$ cat src/rtl/pio_pkg.sv
`timescale 1ns/1ps
package pio_pkg;

  localparam int DATA_W = 16;
  localparam int BYTE_W = 8;
  localparam int IDX_W  = 3;
  localparam logic [IDX_W-1:0] WIDE_IDX = '0;

  typedef struct packed {
    logic              wr;
    logic              ctl;
    logic              wide;
    logic [IDX_W-1:0]  idx;
    logic [DATA_W-1:0] wdata;
  } pio_req_t;

  // nanoseconds to clocks, rounded up
  function automatic int unsigned ns_to_clk(int unsigned ns, int unsigned period);
    return (ns + period - 1) / period;
  endfunction

  // one extra setup clock lets the lines settle
  function automatic int unsigned setup_with_ring(int unsigned s);
    return s + 1;
  endfunction

  function automatic int unsigned pulse_floor(int unsigned p);
    return (p == 0) ? 1 : p;
  endfunction

  // at least two recovery clocks after the strobe
  function automatic int unsigned cycle_floor(int unsigned es, int unsigned ep,
                                              int unsigned c);
    int unsigned active;
    active = es + ep;
    return (c < active + 2) ? active + 2 : c;
  endfunction

  function automatic logic is_wide(logic wide, logic ctl, logic [IDX_W-1:0] idx);
    return wide && !ctl && (idx == WIDE_IDX);
  endfunction

  function automatic logic [DATA_W-1:0] lane_fit(logic [DATA_W-1:0] d, logic w);
    return w ? d : {{(DATA_W-BYTE_W){1'b0}}, d[BYTE_W-1:0]};
  endfunction

endpackage

$ cat src/rtl/pio_timing_regs.sv
`timescale 1ns/1ps
module pio_timing_regs #(
  parameter int CNT_W         = 8,
  parameter int TW            = CNT_W + 2,
  parameter int CLK_PERIOD_NS = 20,
  parameter int DEF_SETUP_NS  = 70,
  parameter int DEF_PULSE_NS  = 290,
  parameter int DEF_CYCLE_NS  = 600
) (
  input  logic             clk,
  input  logic             rst_n,
  input  logic             cfg_wr,
  input  logic [CNT_W-1:0] cfg_setup,
  input  logic [CNT_W-1:0] cfg_pulse,
  input  logic [CNT_W-1:0] cfg_cycle,
  output logic [TW-1:0]    eff_setup,
  output logic [TW-1:0]    eff_pulse,
  output logic [TW-1:0]    eff_cycle
);
  import pio_pkg::*;

  localparam int DEF_S = int'(ns_to_clk(DEF_SETUP_NS, CLK_PERIOD_NS));
  localparam int DEF_P = int'(ns_to_clk(DEF_PULSE_NS, CLK_PERIOD_NS));
  localparam int DEF_C = int'(ns_to_clk(DEF_CYCLE_NS, CLK_PERIOD_NS));

  logic [CNT_W-1:0] setup_q, pulse_q, cycle_q;

  always_ff @(posedge clk or negedge rst_n) begin
    if (!rst_n) begin
      setup_q <= CNT_W'(DEF_S);
      pulse_q <= CNT_W'(DEF_P);
      cycle_q <= CNT_W'(DEF_C);
    end else if (cfg_wr) begin
      setup_q <= cfg_setup;
      pulse_q <= cfg_pulse;
      cycle_q <= cfg_cycle;
    end
  end

  int unsigned es_i, ep_i, ec_i;

  always_comb begin
    es_i = setup_with_ring(32'(setup_q));
    ep_i = pulse_floor(32'(pulse_q));
    ec_i = cycle_floor(es_i, ep_i, 32'(cycle_q));
  end

  assign eff_setup = TW'(es_i);
  assign eff_pulse = TW'(ep_i);
  assign eff_cycle = TW'(ec_i);

endmodule

$ cat src/rtl/pio_seq.sv
`timescale 1ns/1ps
module pio_seq #(
  parameter int TW = 10
) (
  input  logic          clk,
  input  logic          rst_n,
  input  logic          start,
  input  logic          dev_ready,
  input  logic [TW-1:0] eff_setup,
  input  logic [TW-1:0] eff_pulse,
  input  logic [TW-1:0] eff_cycle,
  output logic          busy,
  output logic          cs_on,
  output logic          stb_on,
  output logic          stb_end,
  output logic          last,
  output logic          done
);
  logic [TW-1:0] t_q, setup_q, pulse_q, cycle_q;
  logic [TW-1:0] stb_stop;
  logic          hold;

  assign stb_stop = setup_q + pulse_q;
  assign stb_on   = busy && (t_q >= setup_q) && (t_q < stb_stop);
  assign cs_on    = busy && (t_q != '0) && (t_q <= cycle_q - TW'(2));
  assign last     = busy && (t_q == cycle_q - TW'(1));
  assign hold     = stb_on && !dev_ready;
  assign stb_end  = stb_on && dev_ready && (t_q == stb_stop - TW'(1));

  always_ff @(posedge clk or negedge rst_n) begin
    if (!rst_n) begin
      busy    <= 1'b0;
      done    <= 1'b0;
      t_q     <= '0;
      setup_q <= '0;
      pulse_q <= '0;
      cycle_q <= '0;
    end else begin
      done <= last;
      if (start) begin
        busy    <= 1'b1;
        t_q     <= '0;
        setup_q <= eff_setup;
        pulse_q <= eff_pulse;
        cycle_q <= eff_cycle;
      end else if (busy) begin
        if (last) begin
          busy <= 1'b0;
        end else if (!hold) begin
          t_q <= t_q + TW'(1);
        end
      end
    end
  end

endmodule

$ cat src/rtl/pio_bus_map.sv
`timescale 1ns/1ps
module pio_bus_map
  import pio_pkg::*;
(
  input  logic              clk,
  input  logic              rst_n,
  input  logic              start,
  input  pio_req_t          req_in,
  input  logic              cs_on,
  input  logic              stb_on,
  input  logic              stb_end,
  input  logic [DATA_W-1:0] dev_din,
  output logic              dev_cs0_n,
  output logic              dev_cs1_n,
  output logic [IDX_W-1:0]  dev_addr,
  output logic              dev_rd_n,
  output logic              dev_wr_n,
  output logic [DATA_W-1:0] dev_dout,
  output logic              dev_oe,
  output logic [DATA_W-1:0] host_rdata
);
  pio_req_t          lreq;
  logic              wide_in;
  logic [DATA_W-1:0] rdata_q;

  assign wide_in = is_wide(req_in.wide, req_in.ctl, req_in.idx);

  always_ff @(posedge clk or negedge rst_n) begin
    if (!rst_n) begin
      lreq    <= '0;
      rdata_q <= '0;
    end else begin
      if (start) begin
        lreq.wr    <= req_in.wr;
        lreq.ctl   <= req_in.ctl;
        lreq.idx   <= req_in.idx;
        lreq.wide  <= wide_in;
        lreq.wdata <= lane_fit(req_in.wdata, wide_in);
      end
      if (stb_end && !lreq.wr) begin
        rdata_q <= lane_fit(dev_din, lreq.wide);
      end
    end
  end

  assign dev_cs0_n  = !(cs_on && !lreq.ctl);
  assign dev_cs1_n  = !(cs_on &&  lreq.ctl);
  assign dev_rd_n   = !(stb_on && !lreq.wr);
  assign dev_wr_n   = !(stb_on &&  lreq.wr);
  assign dev_oe     = cs_on && lreq.wr;
  assign dev_dout   = lreq.wdata;
  assign dev_addr   = lreq.idx;
  assign host_rdata = rdata_q;

endmodule

$ cat src/rtl/pio_cycle_gen.sv
`timescale 1ns/1ps
module pio_cycle_gen #(
  parameter int CNT_W         = 8,
  parameter int CLK_PERIOD_NS = 20,
  parameter int DEF_SETUP_NS  = 70,
  parameter int DEF_PULSE_NS  = 290,
  parameter int DEF_CYCLE_NS  = 600
) (
  input  logic             clk,
  input  logic             rst_n,
  input  logic             cfg_wr,
  input  logic [CNT_W-1:0] cfg_setup,
  input  logic [CNT_W-1:0] cfg_pulse,
  input  logic [CNT_W-1:0] cfg_cycle,
  input  logic             host_req,
  input  logic             host_wr,
  input  logic             host_ctl,
  input  logic             host_wide,
  input  logic [2:0]       host_idx,
  input  logic [15:0]      host_wdata,
  output logic [15:0]      host_rdata,
  output logic             host_done,
  output logic             dev_cs0_n,
  output logic             dev_cs1_n,
  output logic [2:0]       dev_addr,
  output logic             dev_rd_n,
  output logic             dev_wr_n,
  output logic [15:0]      dev_dout,
  output logic             dev_oe,
  input  logic [15:0]      dev_din,
  input  logic             dev_ready
);
  import pio_pkg::*;

  localparam int TW = CNT_W + 2;

  logic [TW-1:0] eff_setup, eff_pulse, eff_cycle;
  logic          cyc_busy, cyc_cs_on, cyc_stb_on, cyc_stb_end, cyc_last;
  logic          req_accept;
  pio_req_t      req_in;

  assign req_accept   = host_req && !cyc_busy;
  assign req_in.wr    = host_wr;
  assign req_in.ctl   = host_ctl;
  assign req_in.wide  = host_wide;
  assign req_in.idx   = host_idx;
  assign req_in.wdata = host_wdata;

  pio_timing_regs #(
    .CNT_W(CNT_W), .TW(TW), .CLK_PERIOD_NS(CLK_PERIOD_NS),
    .DEF_SETUP_NS(DEF_SETUP_NS), .DEF_PULSE_NS(DEF_PULSE_NS),
    .DEF_CYCLE_NS(DEF_CYCLE_NS)
  ) u_timing (
    .clk(clk), .rst_n(rst_n), .cfg_wr(cfg_wr),
    .cfg_setup(cfg_setup), .cfg_pulse(cfg_pulse), .cfg_cycle(cfg_cycle),
    .eff_setup(eff_setup), .eff_pulse(eff_pulse), .eff_cycle(eff_cycle)
  );

  pio_seq #(.TW(TW)) u_seq (
    .clk(clk), .rst_n(rst_n), .start(req_accept), .dev_ready(dev_ready),
    .eff_setup(eff_setup), .eff_pulse(eff_pulse), .eff_cycle(eff_cycle),
    .busy(cyc_busy), .cs_on(cyc_cs_on), .stb_on(cyc_stb_on),
    .stb_end(cyc_stb_end), .last(cyc_last), .done(host_done)
  );

  pio_bus_map u_map (
    .clk(clk), .rst_n(rst_n), .start(req_accept), .req_in(req_in),
    .cs_on(cyc_cs_on), .stb_on(cyc_stb_on), .stb_end(cyc_stb_end),
    .dev_din(dev_din), .dev_cs0_n(dev_cs0_n), .dev_cs1_n(dev_cs1_n),
    .dev_addr(dev_addr), .dev_rd_n(dev_rd_n), .dev_wr_n(dev_wr_n),
    .dev_dout(dev_dout), .dev_oe(dev_oe), .host_rdata(host_rdata)
  );

endmodule

$ cat config.mk
export PLATFORM = sky130hd
export DESIGN_NAME = pio_cycle_gen
export DESIGN_NICKNAME = d
export VERILOG_FILES = /design/src/rtl/pio_pkg.sv /design/src/rtl/pio_timing_regs.sv /design/src/rtl/pio_seq.sv /design/src/rtl/pio_bus_map.sv /design/src/rtl/pio_cycle_gen.sv
export SDC_FILE = /design/constraint.sdc
export NUM_CORES = 1
export LEC_CHECK = 0
export CORE_UTILIZATION = 25
export DETAILED_ROUTE_END_ITERATION = 8
export PLACE_DENSITY_LB_ADDON = 0.1
export SETUP_SLACK_MARGIN = 0.1
export SYNTH_ARGS = -nofsm -noshare
export SYNTH_HDL_FRONTEND = slang
export SYNTH_HIERARCHICAL = 1
export SYNTH_SLANG_ARGS = --single-unit
export TNS_END_PERCENT = 20
$ cat constraint.sdc
create_clock -name clk -period 6.1 [get_ports clk]
set_input_delay 0.61 -clock clk [delete_from_list [all_inputs] [get_ports clk]]
set_output_delay 0.61 -clock clk [all_outputs]
set_load 0.05 [all_outputs]
==> flow_summary_export.csv, run 1 <==
group,metric,value,unit
detailed_routing,wl_per_cell,16.0,um
timing,finalWorstSetupSlack,673,ps
pwr,ir_worst_vdd,0.177,mV
synthesis,synth_most_common_cell,"dfrtp_1",
critical_path,reg2reg_from,"u_seq/setup_q[5]",
synthesis,ys_top_cells_by_count,"dfrtp_1 (95), ha_1 (68), inv_1 (64)",
global_route,grt_usage,0.130,
detailed_routing,drt-pass1-iter-count,4,
cells_and_area,syn2layout_area_growth,20.8,%
clock_network,cts_tree,"yes",
run,cap_violations,0,
status,outcome,"finished, final reports clean",
timing,finalCriticalPeriod,5430,ps
global_route,antenna_found_initial,0,
synthesis,netlist_instances,738,
cells_and_area,nNetsFinal,940,
detailed_routing,vias_per_cell,4.57,
timing,tns,0,ps
floorplan,initial_core_util,0.256,
clock_network,worstSkewPairLatency,360,ps
detailed_routing,first_iter_violations,200,
cells_and_area,multiInputGateArea,4200,um2
synthesis,yosys.cell_types.count,78,
global_route,gr-total-overflow,0,
timing,fmax,184,MHz
critical_path,r2r-end,"u_map/host_rdata[11]",
global_route,grt_pass1_wl,30900,um
timing,finalSetupViolations,0,
floorplan,core_area,28900,um2
timing,finalMaxSlewViolations,0,
min_path,min_path_type,"in -> async",
pwr,power.density,542,nW/um2
detailed_routing,num_vias,5450,
synthesis,yosysWarnings,6,
floorplan,fp-row-count,62,
timing,skew,16.0,ps
clock_network,clock-root-buffer,"clkbuf_16",
timing,finalCritPeriodShare,0.890,
synthesis,synth_edf_count,0,
pwr,total_power,4.84,mW
cells_and_area,antenna_cells,0,
critical_path,startpoint_type,"flip-flop",
placement,io_buffers,107,
placement,dp_slack,700,ps
synthesis,async_flop_share,1.00,
floorplan,dieArea,30200,um2
timing,tightestPinTransition,866,ps
clock_network,ctsHtreeMaxLevel,3,
critical_path,crit_path_end_kind,"output pin",
timing,whs,320,ps
clock_network,cts.sinks,104,
critical_path,rr_worst_depth,17,
pwr,leakage,3.87,nW
floorplan,ios,108,
critical_path,rrSetupSlack,820,ps
synthesis,synth.area.top_cells,"dfrtp_1 (32%), ha_1 (12%), mux2_2 (8.2%)",
clock_network,clockBufferDepth,2,
global_route,grt_max_degree,63,
synthesis,avgSynthCellArea,10.0,um2
detailed_routing,drc_errors,0,
floorplan,die_y,174,um
clock_network,cts_hold_buffers,0,
synthesis,synth-seq-area-share,0.354,
clock_network,cts_buffers,9,
synthesis,synth_top_area_cell,"dfrtp_1",
cells_and_area,area.sequential,2610,um2
synthesis,yosysTopAreaCellShare,0.322,
global_route,grt_pass1_vias,5387,
placement,dp_hpwl,14600,um
detailed_routing,drt_wl_total,19100,um
critical_path,arrival,4820,ps
synthesis,netlist_area,7390,um2
timing,finalHoldViolCount,0,
critical_path,crit_fanout,7,
synthesis,synthFlopType,"dfrtp_1",
clock_network,clk_pin_slew,80,ps
critical_path,worst_ep_required_time,5490,ps
critical_path,path_class,"reg -> out",
floorplan,die_w,174,um
synthesis,ys_ff_latch,104,
detailed_routing,ant_nets,0,
cells_and_area,n_fill_cell,3024,
cells_and_area,drive_gt1_frac,0.147,
timing,slew_headroom,0.421,
timing,rsz0062_at_grt,"false",
placement,gp_congestion,0.767,
-- sequential cells by signal, summed over array words and instances, names as in the netlist, 10 cells and up --
register	count
u_seq/cycle_q	10
u_seq/setup_q	10
u_seq/pulse_q	10
u_seq/t_q	10
u_map/host_rdata	16
u_map/dev_dout	16
-- per-stage QoR --
step | cell area (um2) | std cells | util
CTS | 8920 | 1192 | 0.309
global placement | 8640 | 1176 | 0.299
finish | 8920 | 1192 | 0.309
detailed placement | 8640 | 1176 | 0.299
global route | 8920 | 1192 | 0.309
floorplan | 7400 | 740 | -
-- cell families (layout without fill, tap and decap cells) --
| logic type | Yosys count | count (layout) | synth area share |
|---|---|---|---|
| buf+inv | 125 | 193 | 0.0811 |
| mux | 77 | 77 | 0.117 |
| other cells | 1 | 3 | 0.000507 |
| flops | 104 | 104 | 0.354 |
| xor+xnor | 40 | 40 | 0.0493 |
| fa+ha+maj | 70 | 70 | 0.121 |
| simple gates | 178 | 178 | 0.135 |
| compound gates | 143 | 143 | 0.143 |
-- how the worst max path moves through the flow --
| stage | from | to | slack, ps |
|---|---|---|---|
| 3_5_place_dp | u_seq/setup_q[0] | u_map/host_rdata[12] | 700 |
| 4_1_cts | u_seq/setup_q[0] | dev_wr_n | 520 |
| 5_1_grt | u_seq/setup_q[0] | dev_wr_n | 270 |
| 3_3_place_gp | u_seq/setup_q[0] | u_map/host_rdata[13] | 800 |
| 6_report | u_seq/setup_q[5] | dev_wr_n | 670 |
| 2_1_floorplan | u_seq/setup_q[0] | u_map/host_rdata[7] | 1440 |
-- critical path, cell delays in order, from the launching register on --
cell and delay, ps:
dfrtp_1 380, ha_1 290, or3_4 420, a211oi_1 300
o21ai_0 220, nand2_1 190, inv_1 60, ha_1 190
or3_1 370, a2111oi_0 400, a211oi_1 140, o41a_1 170
a211oi_1 450, nand2_1 150, clkdlybuf4s50_1 730
-- power by group --
group | switching [mW] | total [mW] | internal [mW]
Clock | 0.281 | 0.566 | 0.284
Combinational | 1.76 | 3.08 | 1.32
Sequential | 0.289 | 1.19 | 0.904
Total | 2.33 | 4.84 | 2.51
-- final cells by class --
class,count,share of cell area
multi-input combinational,511,0.470
sequential,104,0.293
timing repair buffer,113,0.125
tap,384,0.0538
inverter,64,0.0269
clock buffer,10,0.0257
clock inverter,6,0.00589
-- per-layer routing --
layer	global-route usage	vias to the layer above	share of wire
li1	-	2748	-
met1	0.184	2612	0.50
met2	0.208	82	0.47
met3	0.0192	8	0.026
met4	0.0252	0	0.0078
met5	0	-	0
-- repair_timing --
item                                    CTS  global route
endpoints found under the setup margin    0             1
buffers inserted                          0             0
resized for setup                         0             1
-- cell usage in the layout (no fill, tap or decap), types with 10 or more instances in the layout --
master           count
mux2i_1             15
clkdlybuf4s50_1    106
mux2_2              54
inv_1               64
xnor2_1             24
dfrtp_1             95
nand3_1             18
xor2_1              15
nor2_1              27
a21o_1              10
nand2_1             49
ha_1                68
o21ai_0             32
a21oi_1             24
Note: power is estimated with default switching activity, not from simulation.
==> inputs of run 2 (changes only) <==
--- a/config.mk
+++ b/config.mk
@@ -5,7 +5,8 @@
 export SDC_FILE = /design/constraint.sdc
 export NUM_CORES = 1
 export LEC_CHECK = 0
-export CORE_UTILIZATION = 25
+export CORE_MARGIN = 2
+export CORE_UTILIZATION = 56
 export DETAILED_ROUTE_END_ITERATION = 8
 export PLACE_DENSITY_LB_ADDON = 0.1
 export SETUP_SLACK_MARGIN = 0.1
==> flow_summary_export.csv, run 2 (synthesized netlist as in run 1, its figures left out) <==
group,metric,value,unit
critical_path,crit_path_end_kind,"output pin",
global_route,antenna_found_initial,0,
critical_path,worst_ep_required_time,5490,ps
detailed_routing,num_vias,5538,
cells_and_area,area.sequential,2610,um2
floorplan,dieArea,14100,um2
timing,tns,0,ps
clock_network,cts_hold_buffers,0,
detailed_routing,first_iter_violations,321,
global_route,gr-total-overflow,0,
pwr,p_int,2.51,mW
placement,gp_congestion,0.893,
floorplan,die_y,119,um
cells_and_area,syn2layout_area_growth,17.1,%
critical_path,cp_cell_sequence,"ha_1 > inv_1 > fa_1 > nand2b_1 > a21oi_1 > o32a_1 > nand2_1 > ha_1 > or3_1 > a2111oi_0 > a211oi_1 > o41a_1 > a211oi_1 > nand2_1 > clkdlybuf4s50_1",
cells_and_area,utilization,0.677,
pwr,power.density,554,nW/um2
critical_path,arrival,4790,ps
timing,finalCriticalPeriod,5400,ps
floorplan,ios,108,
global_route,grt_util_met2,0.412,
clock_network,ctsHtreeMaxLevel,3,
min_path,min_path_type,"in -> async",
global_route,use_met1,0.322,
critical_path,path_buf_inv,2,
clock_network,cts_buffers,9,
critical_path,crit_slowest_cell,"clkdlybuf4s50_1",
cells_and_area,drive_gt1_frac,0.144,
pwr,switching_share,0.475,
cells_and_area,multiInputGateArea,4190,um2
detailed_routing,ant_nets,0,
detailed_routing,drt-pass1-iter-count,4,
placement,io_buffers,107,
global_route,grt_usage,0.248,
critical_path,crit_family,"compound AO/OA/AOI/OAI gates",
clock_network,worstSkewPairLatency,360,ps
critical_path,startpoint_type,"flip-flop",
cells_and_area,n_fill_cell,983,
pwr,ir_worst_vdd,0.286,mV
timing,finalCritPeriodShare,0.886,
floorplan,initial_core_util,0.579,
status,outcome,"finished, final reports clean",
timing,finalSetupViolations,0,
detailed_routing,drt_wl_total,16600,um
run,cap_violations,0,
floorplan,core_area,12800,um2
critical_path,path_class,"reg -> out",
cells_and_area,mostFrequentLayoutCell,"clkdlybuf4s50_1",
global_route,grt_pass1_vias,5638,
clock_network,clk_pin_slew,70,ps
detailed_routing,drc_errors,0,
clock_network,cts.sinks,104,
pwr,switchingPower,2.28,mW
pwr,pwr-share-seq,0.250,
clock_network,postCtsSetupRepairBufs,0,
clock_network,post_cts_resized,0,
global_route,busiest_layer,"met2",
floorplan,die_w,119,um
timing,skew,7.63,ps
cells_and_area,nNetsFinal,938,
floorplan,fp-row-count,41,
clock_network,clock-root-buffer,"clkbuf_16",
global_route,grt_max_degree,67,
cells_and_area,layout_common_cells,"clkdlybuf4s50_1 (106), dfrtp_1 (95), ha_1 (68), inv_1 (64), mux2_2 (54)",
pwr,p_comb_frac,0.634,
cells_and_area,antenna_cells,0,
timing,fmax,185,MHz
critical_path,crit_fanout,7,
pwr,leakage,3.86,nW
timing,finalHoldViolCount,0,
clock_network,clockBufferDepth,2,
clock_network,cts_tree,"yes",
timing,tightestPinTransition,1050,ps
timing,finalMaxSlewViolations,0,
timing,slew_headroom,0.296,
critical_path,timing.critical_path.slowest_cell_delay,710,ps
global_route,use_met3,0.0546,
global_route,grt_pass1_wl,28100,um
detailed_routing,wl_per_cell,17.0,um
pwr,clockPowerShare,0.117,
timing,rsz0062_at_grt,"false",
placement,dp_hpwl,12600,um
detailed_routing,vias_per_cell,5.66,
run 2: per-stage QoR:
stage	hold slack (ps)	instance area (um2)	cells	total power [mW]	setup slack [ps]
finish	239	8650	978	4.79	698
global route	282	8650	978	5.21	122
CTS	247	8650	978	4.80	497
detailed placement	478	8360	962	4.20	539
global placement	471	8360	962	4.12	743
floorplan	314	7400	740	3.52	1440
run 2: path summary, 6_finish.rpt:
path,slack [ps],from,to,cells past startpoint
max,700,u_seq/setup_q[0],dev_wr_n,15
min,240,rst_n,u_seq/t_q[4],1
max in group asynchronous,4700,rst_n,u_timing/pulse_q[7],2
max reg2reg,750,u_seq/setup_q[0],u_map/host_rdata[12],18
min reg2reg,500,u_map/host_rdata[6],u_map/host_rdata[6],1
min in group clk,500,u_map/host_rdata[6],u_map/host_rdata[6],1
run 2: worst register-to-register path, cell delays in order (launching register included):
cell and delay, ps:
dfrtp_1 380, ha_1 210, inv_1 60, fa_1 390, nand2b_1 170, a21oi_1 420, o32a_1 300, nand2_1 70
ha_1 200, or3_1 320, a2111oi_0 370, a211oi_1 150, o41a_1 170, a211oi_1 420, o311ai_0 210, a2111oi_0 410
nor2b_2 490, buf_4 280, mux2i_1 230
run 2: power groups by stage:
stage               Sequential (mW)  Combinational [mW]  Clock, mW
floorplan                      1.06                2.46          0
global placement               1.19                2.93          0
global route                   1.23                3.37      0.604
detailed placement             1.20                3.00          0
finish                         1.20                3.04      0.559
CTS                            1.19                3.02      0.583
run 2: metal layers:
layer,part of all wire,wire [um]
met5,0,0
met4,0.021,350
met3,0.045,741
met2,0.49,8110
met1,0.45,7380
run 2: area by class of cell:
class                      instances  share of cell area
multi-input combinational        511               0.485
sequential                       104               0.302
timing repair buffer             111               0.127
inverter                          64              0.0278
clock buffer                      10              0.0265
tap                              172              0.0249
clock inverter                     6             0.00709
